<file path="src/rtl/hmd_decoder.sv">
module hmd_decoder #(
  parameter int COMP_W = 4,
  localparam int RGB_W = 3 * COMP_W,
  localparam int CODE_W = COMP_W + 2,
  localparam int ENTRIES = 1 << COMP_W
) (
  input  logic              clk,
  input  logic              rst_n,
  input  logic              pal_we,
  input  logic [COMP_W-1:0] pal_addr,
  input  logic [RGB_W-1:0]  pal_wdata,
  input  logic              pix_valid,
  input  logic              lores,
  input  logic              border,
  input  logic [CODE_W-1:0] code_a,
  input  logic [CODE_W-1:0] code_b,
  output logic              out_valid,
  output logic [RGB_W-1:0]  out_a,
  output logic [RGB_W-1:0]  out_b
);

  logic [RGB_W-1:0] palette [ENTRIES];
  logic [RGB_W-1:0] held;
  logic [RGB_W-1:0] dec_a, dec_b;

  function automatic logic [RGB_W-1:0] modify(input logic [RGB_W-1:0] h,
                                              input logic [CODE_W-1:0] c,
                                              input logic [RGB_W-1:0] p);
    case (c[CODE_W-1 -: 2])
      2'b00:   return p;
      2'b01:   return {h[RGB_W-1:COMP_W], c[COMP_W-1:0]};
      2'b10:   return {c[COMP_W-1:0], h[2*COMP_W-1:0]};
      default: return {h[RGB_W-1:2*COMP_W], c[COMP_W-1:0], h[COMP_W-1:0]};
    endcase
  endfunction

  assign dec_a = modify(held, code_a, palette[code_a[COMP_W-1:0]]);
  assign dec_b = lores ? dec_a : modify(dec_a, code_b, palette[code_b[COMP_W-1:0]]);

  always_ff @(posedge clk) begin
    if (!rst_n) begin
      for (int i = 0; i < ENTRIES; i++) palette[i] <= '0;
    end else if (pal_we) begin
      palette[pal_addr] <= pal_wdata;
    end
  end

  always_ff @(posedge clk) begin
    if (!rst_n) begin
      held      <= '0;
      out_valid <= 1'b0;
      out_a     <= '0;
      out_b     <= '0;
    end else begin
      out_valid <= pix_valid && !border;
      if (border) begin
        held <= palette[0];
      end else if (pix_valid) begin
        held  <= dec_b;
        out_a <= dec_a;
        out_b <= dec_b;
      end
    end
  end

endmodule

</file>
<file path="config.mk">
export PLATFORM = sky130hd
export DESIGN_NAME = hmd_decoder
export DESIGN_NICKNAME = d
export VERILOG_FILES = /design/src/rtl/hmd_decoder.sv
export SDC_FILE = /design/constraint.sdc
export NUM_CORES = 1
export LEC_CHECK = 0
export ABC_AREA = 1
export BUFFER_PORTS_ARGS = -buffer_cell sky130_fd_sc_hd__buf_2
export CORE_ASPECT_RATIO = 1.25
export CORE_MARGIN = 5
export CORE_UTILIZATION = 30
export DETAILED_ROUTE_END_ITERATION = 7
export HOLD_SLACK_MARGIN = 0.06
export SKIP_LAST_GASP = 1
export SYNTH_ARGS = -nofsm -noshare
export SYNTH_HDL_FRONTEND = slang
export SYNTH_SLANG_ARGS = --single-unit
</file>
<file path="constraint.sdc">
create_clock -name clk -period 1.5 [get_ports clk]
set_clock_uncertainty 0.05 [all_clocks]
set_input_delay 0.15 -clock clk [delete_from_list [all_inputs] [get_ports clk]]
set_output_delay 0.15 -clock clk [all_outputs]
set_load 0.01 [all_outputs]
</file>
Word level (Yosys, flattened, before mapping):

Memory sizes are Yosys's and may differ from the RTL's.
Index checks and enable logic that the tools add are counted.

* register bits: 37
* bits in latches: 0
* bits in writable memories: 192
* ROM bits: 0
* output and inout bits: 25
* logic and storage cells: 29
* memories kept: 1

Memory list
* palette: depth 16, bits a word 12, rd ports 3, clocked after memory_dff 0, write ports 16, RTL line 22 `logic [RGB_W-1:0] palette [ENTRIES];`

* $add $sub $neg: 0
* multipliers: 0
* div/mod/pow operators: 0
* $lt $le $gt $ge: 0
* eq/ne operators: 4
* shifts and indexed selects: 0
* mux-type cells: 12
* bitwise gates (word level): 1
* reduce and logical (&&, ||, !) cells: 7

Operators by type and width (count)
* 12-bit case mux with 3 select lines: 2
* 12-bit two-way mux: 4
* 12-bit OR reduction: 1
* 1-bit two-way mux: 5
* 2-bit by 1-bit == test with 1-bit output (second input constant): 2
* 2-bit == test (second input constant): 2
* 2-bit logical NOT: 2
* 4-bit two-way mux: 1
* 2-bit AND reduction: 1
* 2-bit nonzero test: 1
* 1-bit logical AND: 1
* 1-bit logical NOT: 1
* 1-bit inverter: 1

Depth between registers and ports, before layout:

Gate-level depths: netlist of run 1.

* word-level depth: 6
* gate-level depth with buffers: 15

Least setup slack after synthesis of run 1:

OpenSTA, ideal clock, no wires.

* path type: input port to flip-flop
* start: in rst_n
* end: mem palette[0][0] (netlist name), enable pin
* library setup time: 0.350 ns
* arrival time: 1.163 ns
* required time: 1.100 ns
* setup slack: -0.063 ns
* stages: 5
* cell sequence: nand2_1 nor3_1 nand2_1 clkbuf_1 nand2_1

RTL lines
* start, declared: RTL line 8 `input logic rst_n,`
* end, declared: RTL line 22

==> impl_metrics.env, run 1 <==
export IMPL_final_area_sq_um=16190
export IMPL_synth_commonest_cells="nand2_1 (328), nor2_1 (245), edfxtp_1 (192)"
export IMPL_grt_pass1_vias=11218
export IMPL_ys_seq_area_share_pct=51.50
export IMPL_avgSynthCellArea_sq_um=8.115
export IMPL_yosys_area_top_type="edfxtp_1"
export IMPL_crit_family="simple AND/OR/NAND/NOR gates"
export IMPL_synth_seq_cells=229
export IMPL_io_buffers=58
export IMPL_p_clk_share_pct=37.3
export IMPL_drt_wl_total_mm=47.11
export IMPL_cts_tree="built"
export IMPL_end_kind="register"
export IMPL_die_width_um=193.6
export IMPL_critPathKind="register to register"
export IMPL_reg2reg_depth=10
export IMPL_synth_ff_type="edfxtp_1"
export IMPL_grt_busiest_layer="met2"
export IMPL_area_growth_pct=28.15
export IMPL_path_cells="o211ai_1, nand3_2, nand3_1, nand2_1, nand2_1, nand2_1, nand2_2, nand2_1, nand2_2, a21oi_1"
export IMPL_async_flop_share_pct=0
export IMPL_total_power_mw=16.35
export IMPL_reg2reg_slack_ns=-0.15
export IMPL_cts_root_buffer_cell="clkbuf_16"
export IMPL_slew_viol_final=0
export IMPL_yosysTopAreaCellShare_pct=45.63
export IMPL_min_period_over_period_pct=109.9
export IMPL_grtUsageTotal_pct=19.34
export IMPL_crit_top_cell="nand2_1"
export IMPL_multi_input_area_sq_um=5375
export IMPL_htreeDepth=1
export IMPL_worstHoldPathType="input port to register"
export IMPL_clockBufferDepth=3
export IMPL_ios=59
export IMPL_mappedNetlistArea_sq_um=12630
export IMPL_path_max_fanout=2
export IMPL_arrival_ns=2.02
export IMPL_cp_start_kind="register"
export IMPL_final_seq_area_sq_um=6506
export IMPL_dp_hpwl_mm=34.06
export IMPL_hold_path_cell_count=4
export IMPL_met1_usage_pct=24.54
export IMPL_place_area_sq_um=14840
export IMPL_power_leakage_nw=6.789
export IMPL_cts_clk_slew_worst_paths_ns=0.06
export IMPL_syn_nets=1591
export IMPL_setup_viol=30
export IMPL_critical_path_slowest_cell="edfxtp_1"
export IMPL_fmax_mhz=606.8
export IMPL_cp_required_ns=1.87
export IMPL_endpoint="out_b[2]$_SDFFE_PN0P_"
export IMPL_combinationalPowerShare_pct=17.0
export IMPL_ant_nets=0
export IMPL_dr_first_iter_drc_count=1360
export IMPL_vias=11884
export IMPL_place_gp_congestion=0.9398
export IMPL_fp_dieH_um=239.4
export IMPL_yosysMostFrequentCell="nand2_1"
export IMPL_power_switching_mw=4.510
export IMPL_final_hold_viol_count=0
export IMPL_synthDistinctLibCells=28
export IMPL_grt_first_pass_wirelength_mm=69.10
export IMPL_fillers=4238
export IMPL_worstMarginPinSlew_ns=0.8205
export IMPL_ys_warn_count=0
export IMPL_p_int_mw=11.84
export IMPL_maxSlewHeadroom_pct=44.72
export IMPL_fin_ws_ns=-0.1480
export IMPL_core_sq_um=41830
export IMPL_synth_edf_count=192
export IMPL_status="finished, violations left"
export IMPL_period_needed_ns=1.648
export IMPL_diodes=0
export IMPL_cpPeakStageDelay_ns=0.42
export IMPL_cts_buffers=24
export IMPL_drc_errors=0
export IMPL_powerDensity_nw_per_um2=1009
export IMPL_cp_buffers_inverters=0
export IMPL_final_nets=1738
export IMPL_yosys_top_cells_area="edfxtp_1 (46%), nand2_1 (9.7%), nor2_1 (7.3%)"
export IMPL_irDropWorstVdd_uv=665.9
export IMPL_drive_gt1_share_pct=24.74
export IMPL_use_met2_pct=33.00
export IMPL_cts_num_sinks=229
export IMPL_dr_pass1_iters=6
export IMPL_dieArea_sq_um=46350
export IMPL_r2r_end="out_b[2]$_SDFFE_PN0P_"
export IMPL_viasPerCell=5.210
export IMPL_rsz0062_at_grt="true"
export IMPL_r2r_start="palette[14][2]$_SDFFCE_PN0P_"
export IMPL_synth_cells=1557
export IMPL_grtUsageMet3_pct=2.209
export IMPL_startpoint="palette[14][2]$_SDFFCE_PN0P_"
export IMPL_clkLatencyLatePin_ns=0.54
export IMPL_final_util_pct=38.71
export IMPL_p_sw_share_pct=27.59
export IMPL_grt_start_max_net_pins=63
export IMPL_violations="negative setup slack"
export IMPL_antenna_found_initial=1
export IMPL_cp_num_cells=10
export IMPL_maxCapViolations=0
export IMPL_post_drt_wl_per_cell_um=20.65
export IMPL_rows=84
export IMPL_grt_overflow=0
export IMPL_start_util_pct=30.20
export IMPL_pwr_share_seq_pct=45.7
layout make-up:
type / instances / share of cell area, %
tap: 559 / 4.320
timing repair buffer: 242 / 13.89
sequential: 229 / 40.18
clock inverter: 17 / 0.9814
clock buffer: 27 / 3.910
inverter: 151 / 3.516
multi-input combinational: 1056 / 33.20
sequential cells by signal (all words and copies together) (netlist names):
register	cells
palette	192
out_valid	1
out_a	12
held	12
out_b	12
worst min-delay path by stage:
stage,start,to
after floorplan,rst_n,out_a[3]$_SDFFE_PN0P_
after global placement,out_b[5]$_SDFFE_PN0P_,out_b[5]$_SDFFE_PN0P_
after detailed placement,out_b[9]$_SDFFE_PN0P_,out_b[9]$_SDFFE_PN0P_
after CTS,pal_wdata[11],palette[6][11]$_SDFFCE_PN0P_
after global routing,pal_wdata[11],palette[2][11]$_SDFFCE_PN0P_
final,pal_wdata[11],palette[2][11]$_SDFFCE_PN0P_
cell usage in the layout, fill, tap and decap left out, types with 3 or more instances in the layout:
cell type	synthesis	routed
a21oi_1	78	61
nand2_1	328	295
nand4_1	3	3
o21ai_1	31	44
o21ai_2	0	6
buf_12	1	44
o21ai_0	68	48
a21oi_2	13	30
bufinv_16	0	3
clkinv_1	1	9
a31oi_1	4	4
nand2_2	0	33
buf_2	50	56
nor3_1	4	4
inv_1	145	124
dlygate4sd3_1	0	3
nand3_2	0	54
edfxtp_1	192	192
o211ai_1	101	101
clkbuf_16	0	25
buf_4	9	135
nor2_1	245	243
nand3_1	164	110
inv_2	4	25
dfxtp_1	37	37
buf_6	8	4
nor2_2	1	3
a22oi_1	15	15
power groups by stage:
| stage | logic, mW | registers, mW | clock network [mW] |
|---|---|---|---|
| finish | 2.79 | 7.47 | 6.09 |
| global route | 2.99 | 7.50 | 6.38 |
| CTS | 2.68 | 7.46 | 6.17 |
| detailed placement | 2.56 | 7.59 | 0 |
| global placement | 2.55 | 7.58 | 0 |
| floorplan | 1.37 | 7.52 | 0 |
routing by layer:
layer / share of wire [%] / up-vias
li1: - / 5539
met1: 40 / 5679
met2: 48 / 550
met3: 6.7 / 116
met4: 5.3 / 0
met5: 0 / -
per-stage QoR:
stage	std cells	worst slack (ns)	setup TNS, ns	hold slack [ns]
4_1_cts	2278	-0.1044	-1.782	0.06715
2_1_floorplan	1557	-0.06314	-12.10	0.2383
6_report	2281	-0.1480	-2.019	0.07888
3_5_place_dp	2226	-0.4375	-16.59	0.4060
3_3_place_gp	2226	-0.4249	-16.99	0.4013
5_1_grt	2281	-0.2575	-5.254	0.08602
logic make-up after synthesis:
logic type / count (synthesis) / share of synthesized area, %
AOI/OAI and AO/OA: 311 / 15.06
DFF: 229 / 51.50
and+or+nand+nor: 745 / 23.88
buffers and inverters: 272 / 9.566
tightest hold or removal path: stages:
cell and delay (ns):
buf_2 0.08, inv_1 0.06, buf_12 0.16, nor2_1 0.10
repair_timing:
| action | in CTS | in global routing |
|---|---|---|
| hold buffers | 3 | 0 |
| hold endpoints to repair | 17 | 0 |
| pin swaps | 47 | 50 |
| gates resized for setup | 87 | 71 |
| endpoints found under the setup margin | 35 | 36 |
| setup buffers | 6 | 4 |
No activity file was read; power rests on OpenSTA's default activity.
==> run 2, diff against run 1 <==
--- a/config.mk
+++ b/config.mk
@@ -5,7 +5,6 @@
 export SDC_FILE = /design/constraint.sdc
 export NUM_CORES = 1
 export LEC_CHECK = 0
-export ABC_AREA = 1
 export BUFFER_PORTS_ARGS = -buffer_cell sky130_fd_sc_hd__buf_2
 export CORE_ASPECT_RATIO = 1.25
 export CORE_MARGIN = 5
==> constraint.sdc (replaced) <==
create_clock -name clk -period 1.9 [get_ports clk]
set_clock_uncertainty 0.05 [all_clocks]
set_input_delay 0.19 -clock clk [delete_from_list [all_inputs] [get_ports clk]]
set_output_delay 0.19 -clock clk [all_outputs]
set_load 0.01 [all_outputs]
==> run 2 against run 1 <==
Effect of this change: the flow still finishes with violations (negative setup slack); critical path type unchanged; global-route usage is 1.3 points lower; sequential power is 21% lower; critical path depth is 4 lower; setup slack worse by 0.065 ns; maximum frequency is 22% lower; total power is 23% lower; die area is 1.5% lower; non-clock buffer count is 28 lower; wire length is 11% lower; sequential share of layout area is 2.5 points higher; register-to-register slack worse by 0.07 ns; first-iteration DRC count is 34% lower.
==> impl_metrics.env, run 2 <==
export IMPL_yosysTopAreaCellShare_pct=46.35
export IMPL_dp_cells=1711
export IMPL_dieArea_sq_um=45660
export IMPL_syn_nets=1080
export IMPL_cts_tree="built"
export IMPL_clockBufferDepth=3
export IMPL_startpoint="palette[9][2]$_SDFFCE_PN0P_"
export IMPL_violations="negative setup slack"
export IMPL_drc_errors=0
export IMPL_async_flop_share_pct=0
export IMPL_synth_cells=1046
export IMPL_worst_hold_slack_ns=0.08717
export IMPL_hold_path_cell_count=4
export IMPL_powerDensity_nw_per_um2=823.0
export IMPL_post_drt_wl_per_cell_um=23.70
export IMPL_die_width_um=192.1
export IMPL_dr_pass1_iters=5
export IMPL_maxSlewHeadroom_pct=8.619
export IMPL_min_period_over_period_pct=111.2
export IMPL_largest_reg_flops=192
export IMPL_period_needed_ns=2.113
export IMPL_cts_buffers=24
export IMPL_clkLatencyLatePin_ns=0.53
export IMPL_final_area_sq_um=15260
export IMPL_grt_overflow=0
export IMPL_yosysMostFrequentCell="and2_1"
export IMPL_power_leakage_nw=5.852
export IMPL_grt_pass1_vias=9437
export IMPL_r2r_start="palette[9][2]$_SDFFCE_PN0P_"
export IMPL_cts_num_sinks=229
export IMPL_fp_dieH_um=237.7
export IMPL_fillers=4000
export IMPL_end_kind="register"
export IMPL_cts_clk_slew_worst_paths_ns=0.06
export IMPL_synthDistinctLibCells=57
export IMPL_path_max_fanout=2
export IMPL_dr_first_iter_drc_count=897
export IMPL_vias=9456
export IMPL_area_growth_pct=22.69
export IMPL_layout_commonest_cell="and2_1"
export IMPL_final_hold_viol_count=0
export IMPL_cp_start_kind="register"
export IMPL_drt_wl_total_mm=41.88
export IMPL_regMostFlops="palette"
export IMPL_synth_commonest_cells="and2_1 (198), edfxtp_1 (192), mux2i_1 (124)"
export IMPL_mappedNetlistArea_sq_um=12440
export IMPL_slew_viol_final=0
export IMPL_ys_seq_area_share_pct=52.31
export IMPL_reg2reg_depth=6
export IMPL_fmax_mhz=473.2
export IMPL_layout_common_cells="and2_1 (198), edfxtp_1 (192), buf_4 (144)"
export IMPL_place_area_sq_um=14280
export IMPL_final_nets=1230
export IMPL_fin_ws_ns=-0.2131
export IMPL_layoutNonFillerInstCount=1767
export IMPL_setup_viol=9
export IMPL_irDropWorstVdd_uv=467.9
export IMPL_grt_first_pass_wirelength_mm=62.08
export IMPL_antenna_found_initial=7
export IMPL_synth_edf_count=192
export IMPL_ys_warn_count=0
export IMPL_ios=59
export IMPL_htreeDepth=1
export IMPL_grtUsageTotal_pct=18.06
export IMPL_arrival_ns=2.48
export IMPL_yosys_top_cells_area="edfxtp_1 (46%), mux2i_1 (10%), and2_1 (10%)"
export IMPL_ant_nets=0
export IMPL_rsz0062_at_grt="true"
export IMPL_reg2reg_slack_ns=-0.21
export IMPL_worstHoldPathType="input port to register"
export IMPL_cp_required_ns=2.27
export IMPL_synth_ff_type="edfxtp_1"
export IMPL_dp_hpwl_mm=31.56
export IMPL_synth_seq_cells=229
export IMPL_viasPerCell=5.351
export IMPL_io_buffers=58
export IMPL_grt_start_max_net_pins=39
export IMPL_yosys_area_top_type="edfxtp_1"
export IMPL_hp_start="border"
export IMPL_tns_ns=-0.9286
export IMPL_pre_cts_ws_ns=-0.3781
export IMPL_drive_gt1_share_pct=26.46
export IMPL_place_gp_congestion=0.9481
export IMPL_critPathKind="register to register"
export IMPL_rows=83
export IMPL_worstMarginPinSlew_ns=1.366
export IMPL_maxCapViolations=0
export IMPL_status="finished, violations left"
export IMPL_core_sq_um=41020
export IMPL_cts_root_buffer_cell="clkbuf_16"
export IMPL_avgSynthCellArea_sq_um=11.89
export IMPL_start_util_pct=30.32
## run 2: area by class of cell
class	instances	area, sq um	share of cell area (%)
timing repair buffer	214	1642	10.76
multi-input combinational	722	5599	36.69
inverter	5	18.77	0.1230
sequential	229	6506	42.63
clock buffer	33	670.6	4.395
antenna	2	5.005	0.03279
tap	552	690.7	4.526
clock inverter	10	128.9	0.8445
## run 2: what timing repair did
item | 4_1_cts | 5_1_grt
pin swaps | 7 | 9
endpoints found under the setup margin | 11 | 18
hold buffers | 0 | 0
gates resized for setup | 15 | 10
buffers inserted | 3 | 8
## run 2: worst paths after layout
check | to
setup / recovery | held[2]$_SDFFE_PN0P_
hold / removal | out_b[9]$_SDFFE_PN0P_
setup reg to reg | held[2]$_SDFFE_PN0P_
hold reg to reg | out_b[4]$_SDFFE_PN0P_
## run 2: per-stage QoR
stage	util, %	power, mW
3_3_place_gp	34.82	7.728
6_report	37.20	12.56
3_5_place_dp	34.82	7.748
2_1_floorplan	-	6.909
4_1_cts	36.95	12.59
5_1_grt	37.20	12.94
## run 2: critical path, stage by stage (launching register included)
cell,delay [ns]
edfxtp_1,0.48
mux4_2,0.48
mux4_2,0.53
nand2_2,0.11
nor2_2,0.05
nor4b_4,0.23
nor3_1,0.07
## run 2: cells by family after synthesis
family / share of synthesized area, %
flops: 52.31
xor+xnor: 0.1409
simple gates: 16.95
buf+inv: 3.340
mux: 17.83
compound gates: 9.436
## run 2: power by group
part	internal, mW	switching, mW
clock network	2.87	1.96
registers	5.74	0.195
logic	0.798	0.988
total	9.41	3.15
## run 2: layer usage
| metal | vias up | GRT usage [%] | routed length, um |
|---|---|---|---|
| met5 | - | 0 | 27 |
| met4 | 4 | 6.831 | 1793 |
| met3 | 111 | 2.688 | 2662 |
| met2 | 426 | 32.07 | 21210 |
| met1 | 4695 | 22.01 | 16190 |
| li1 | 4220 | - | - |
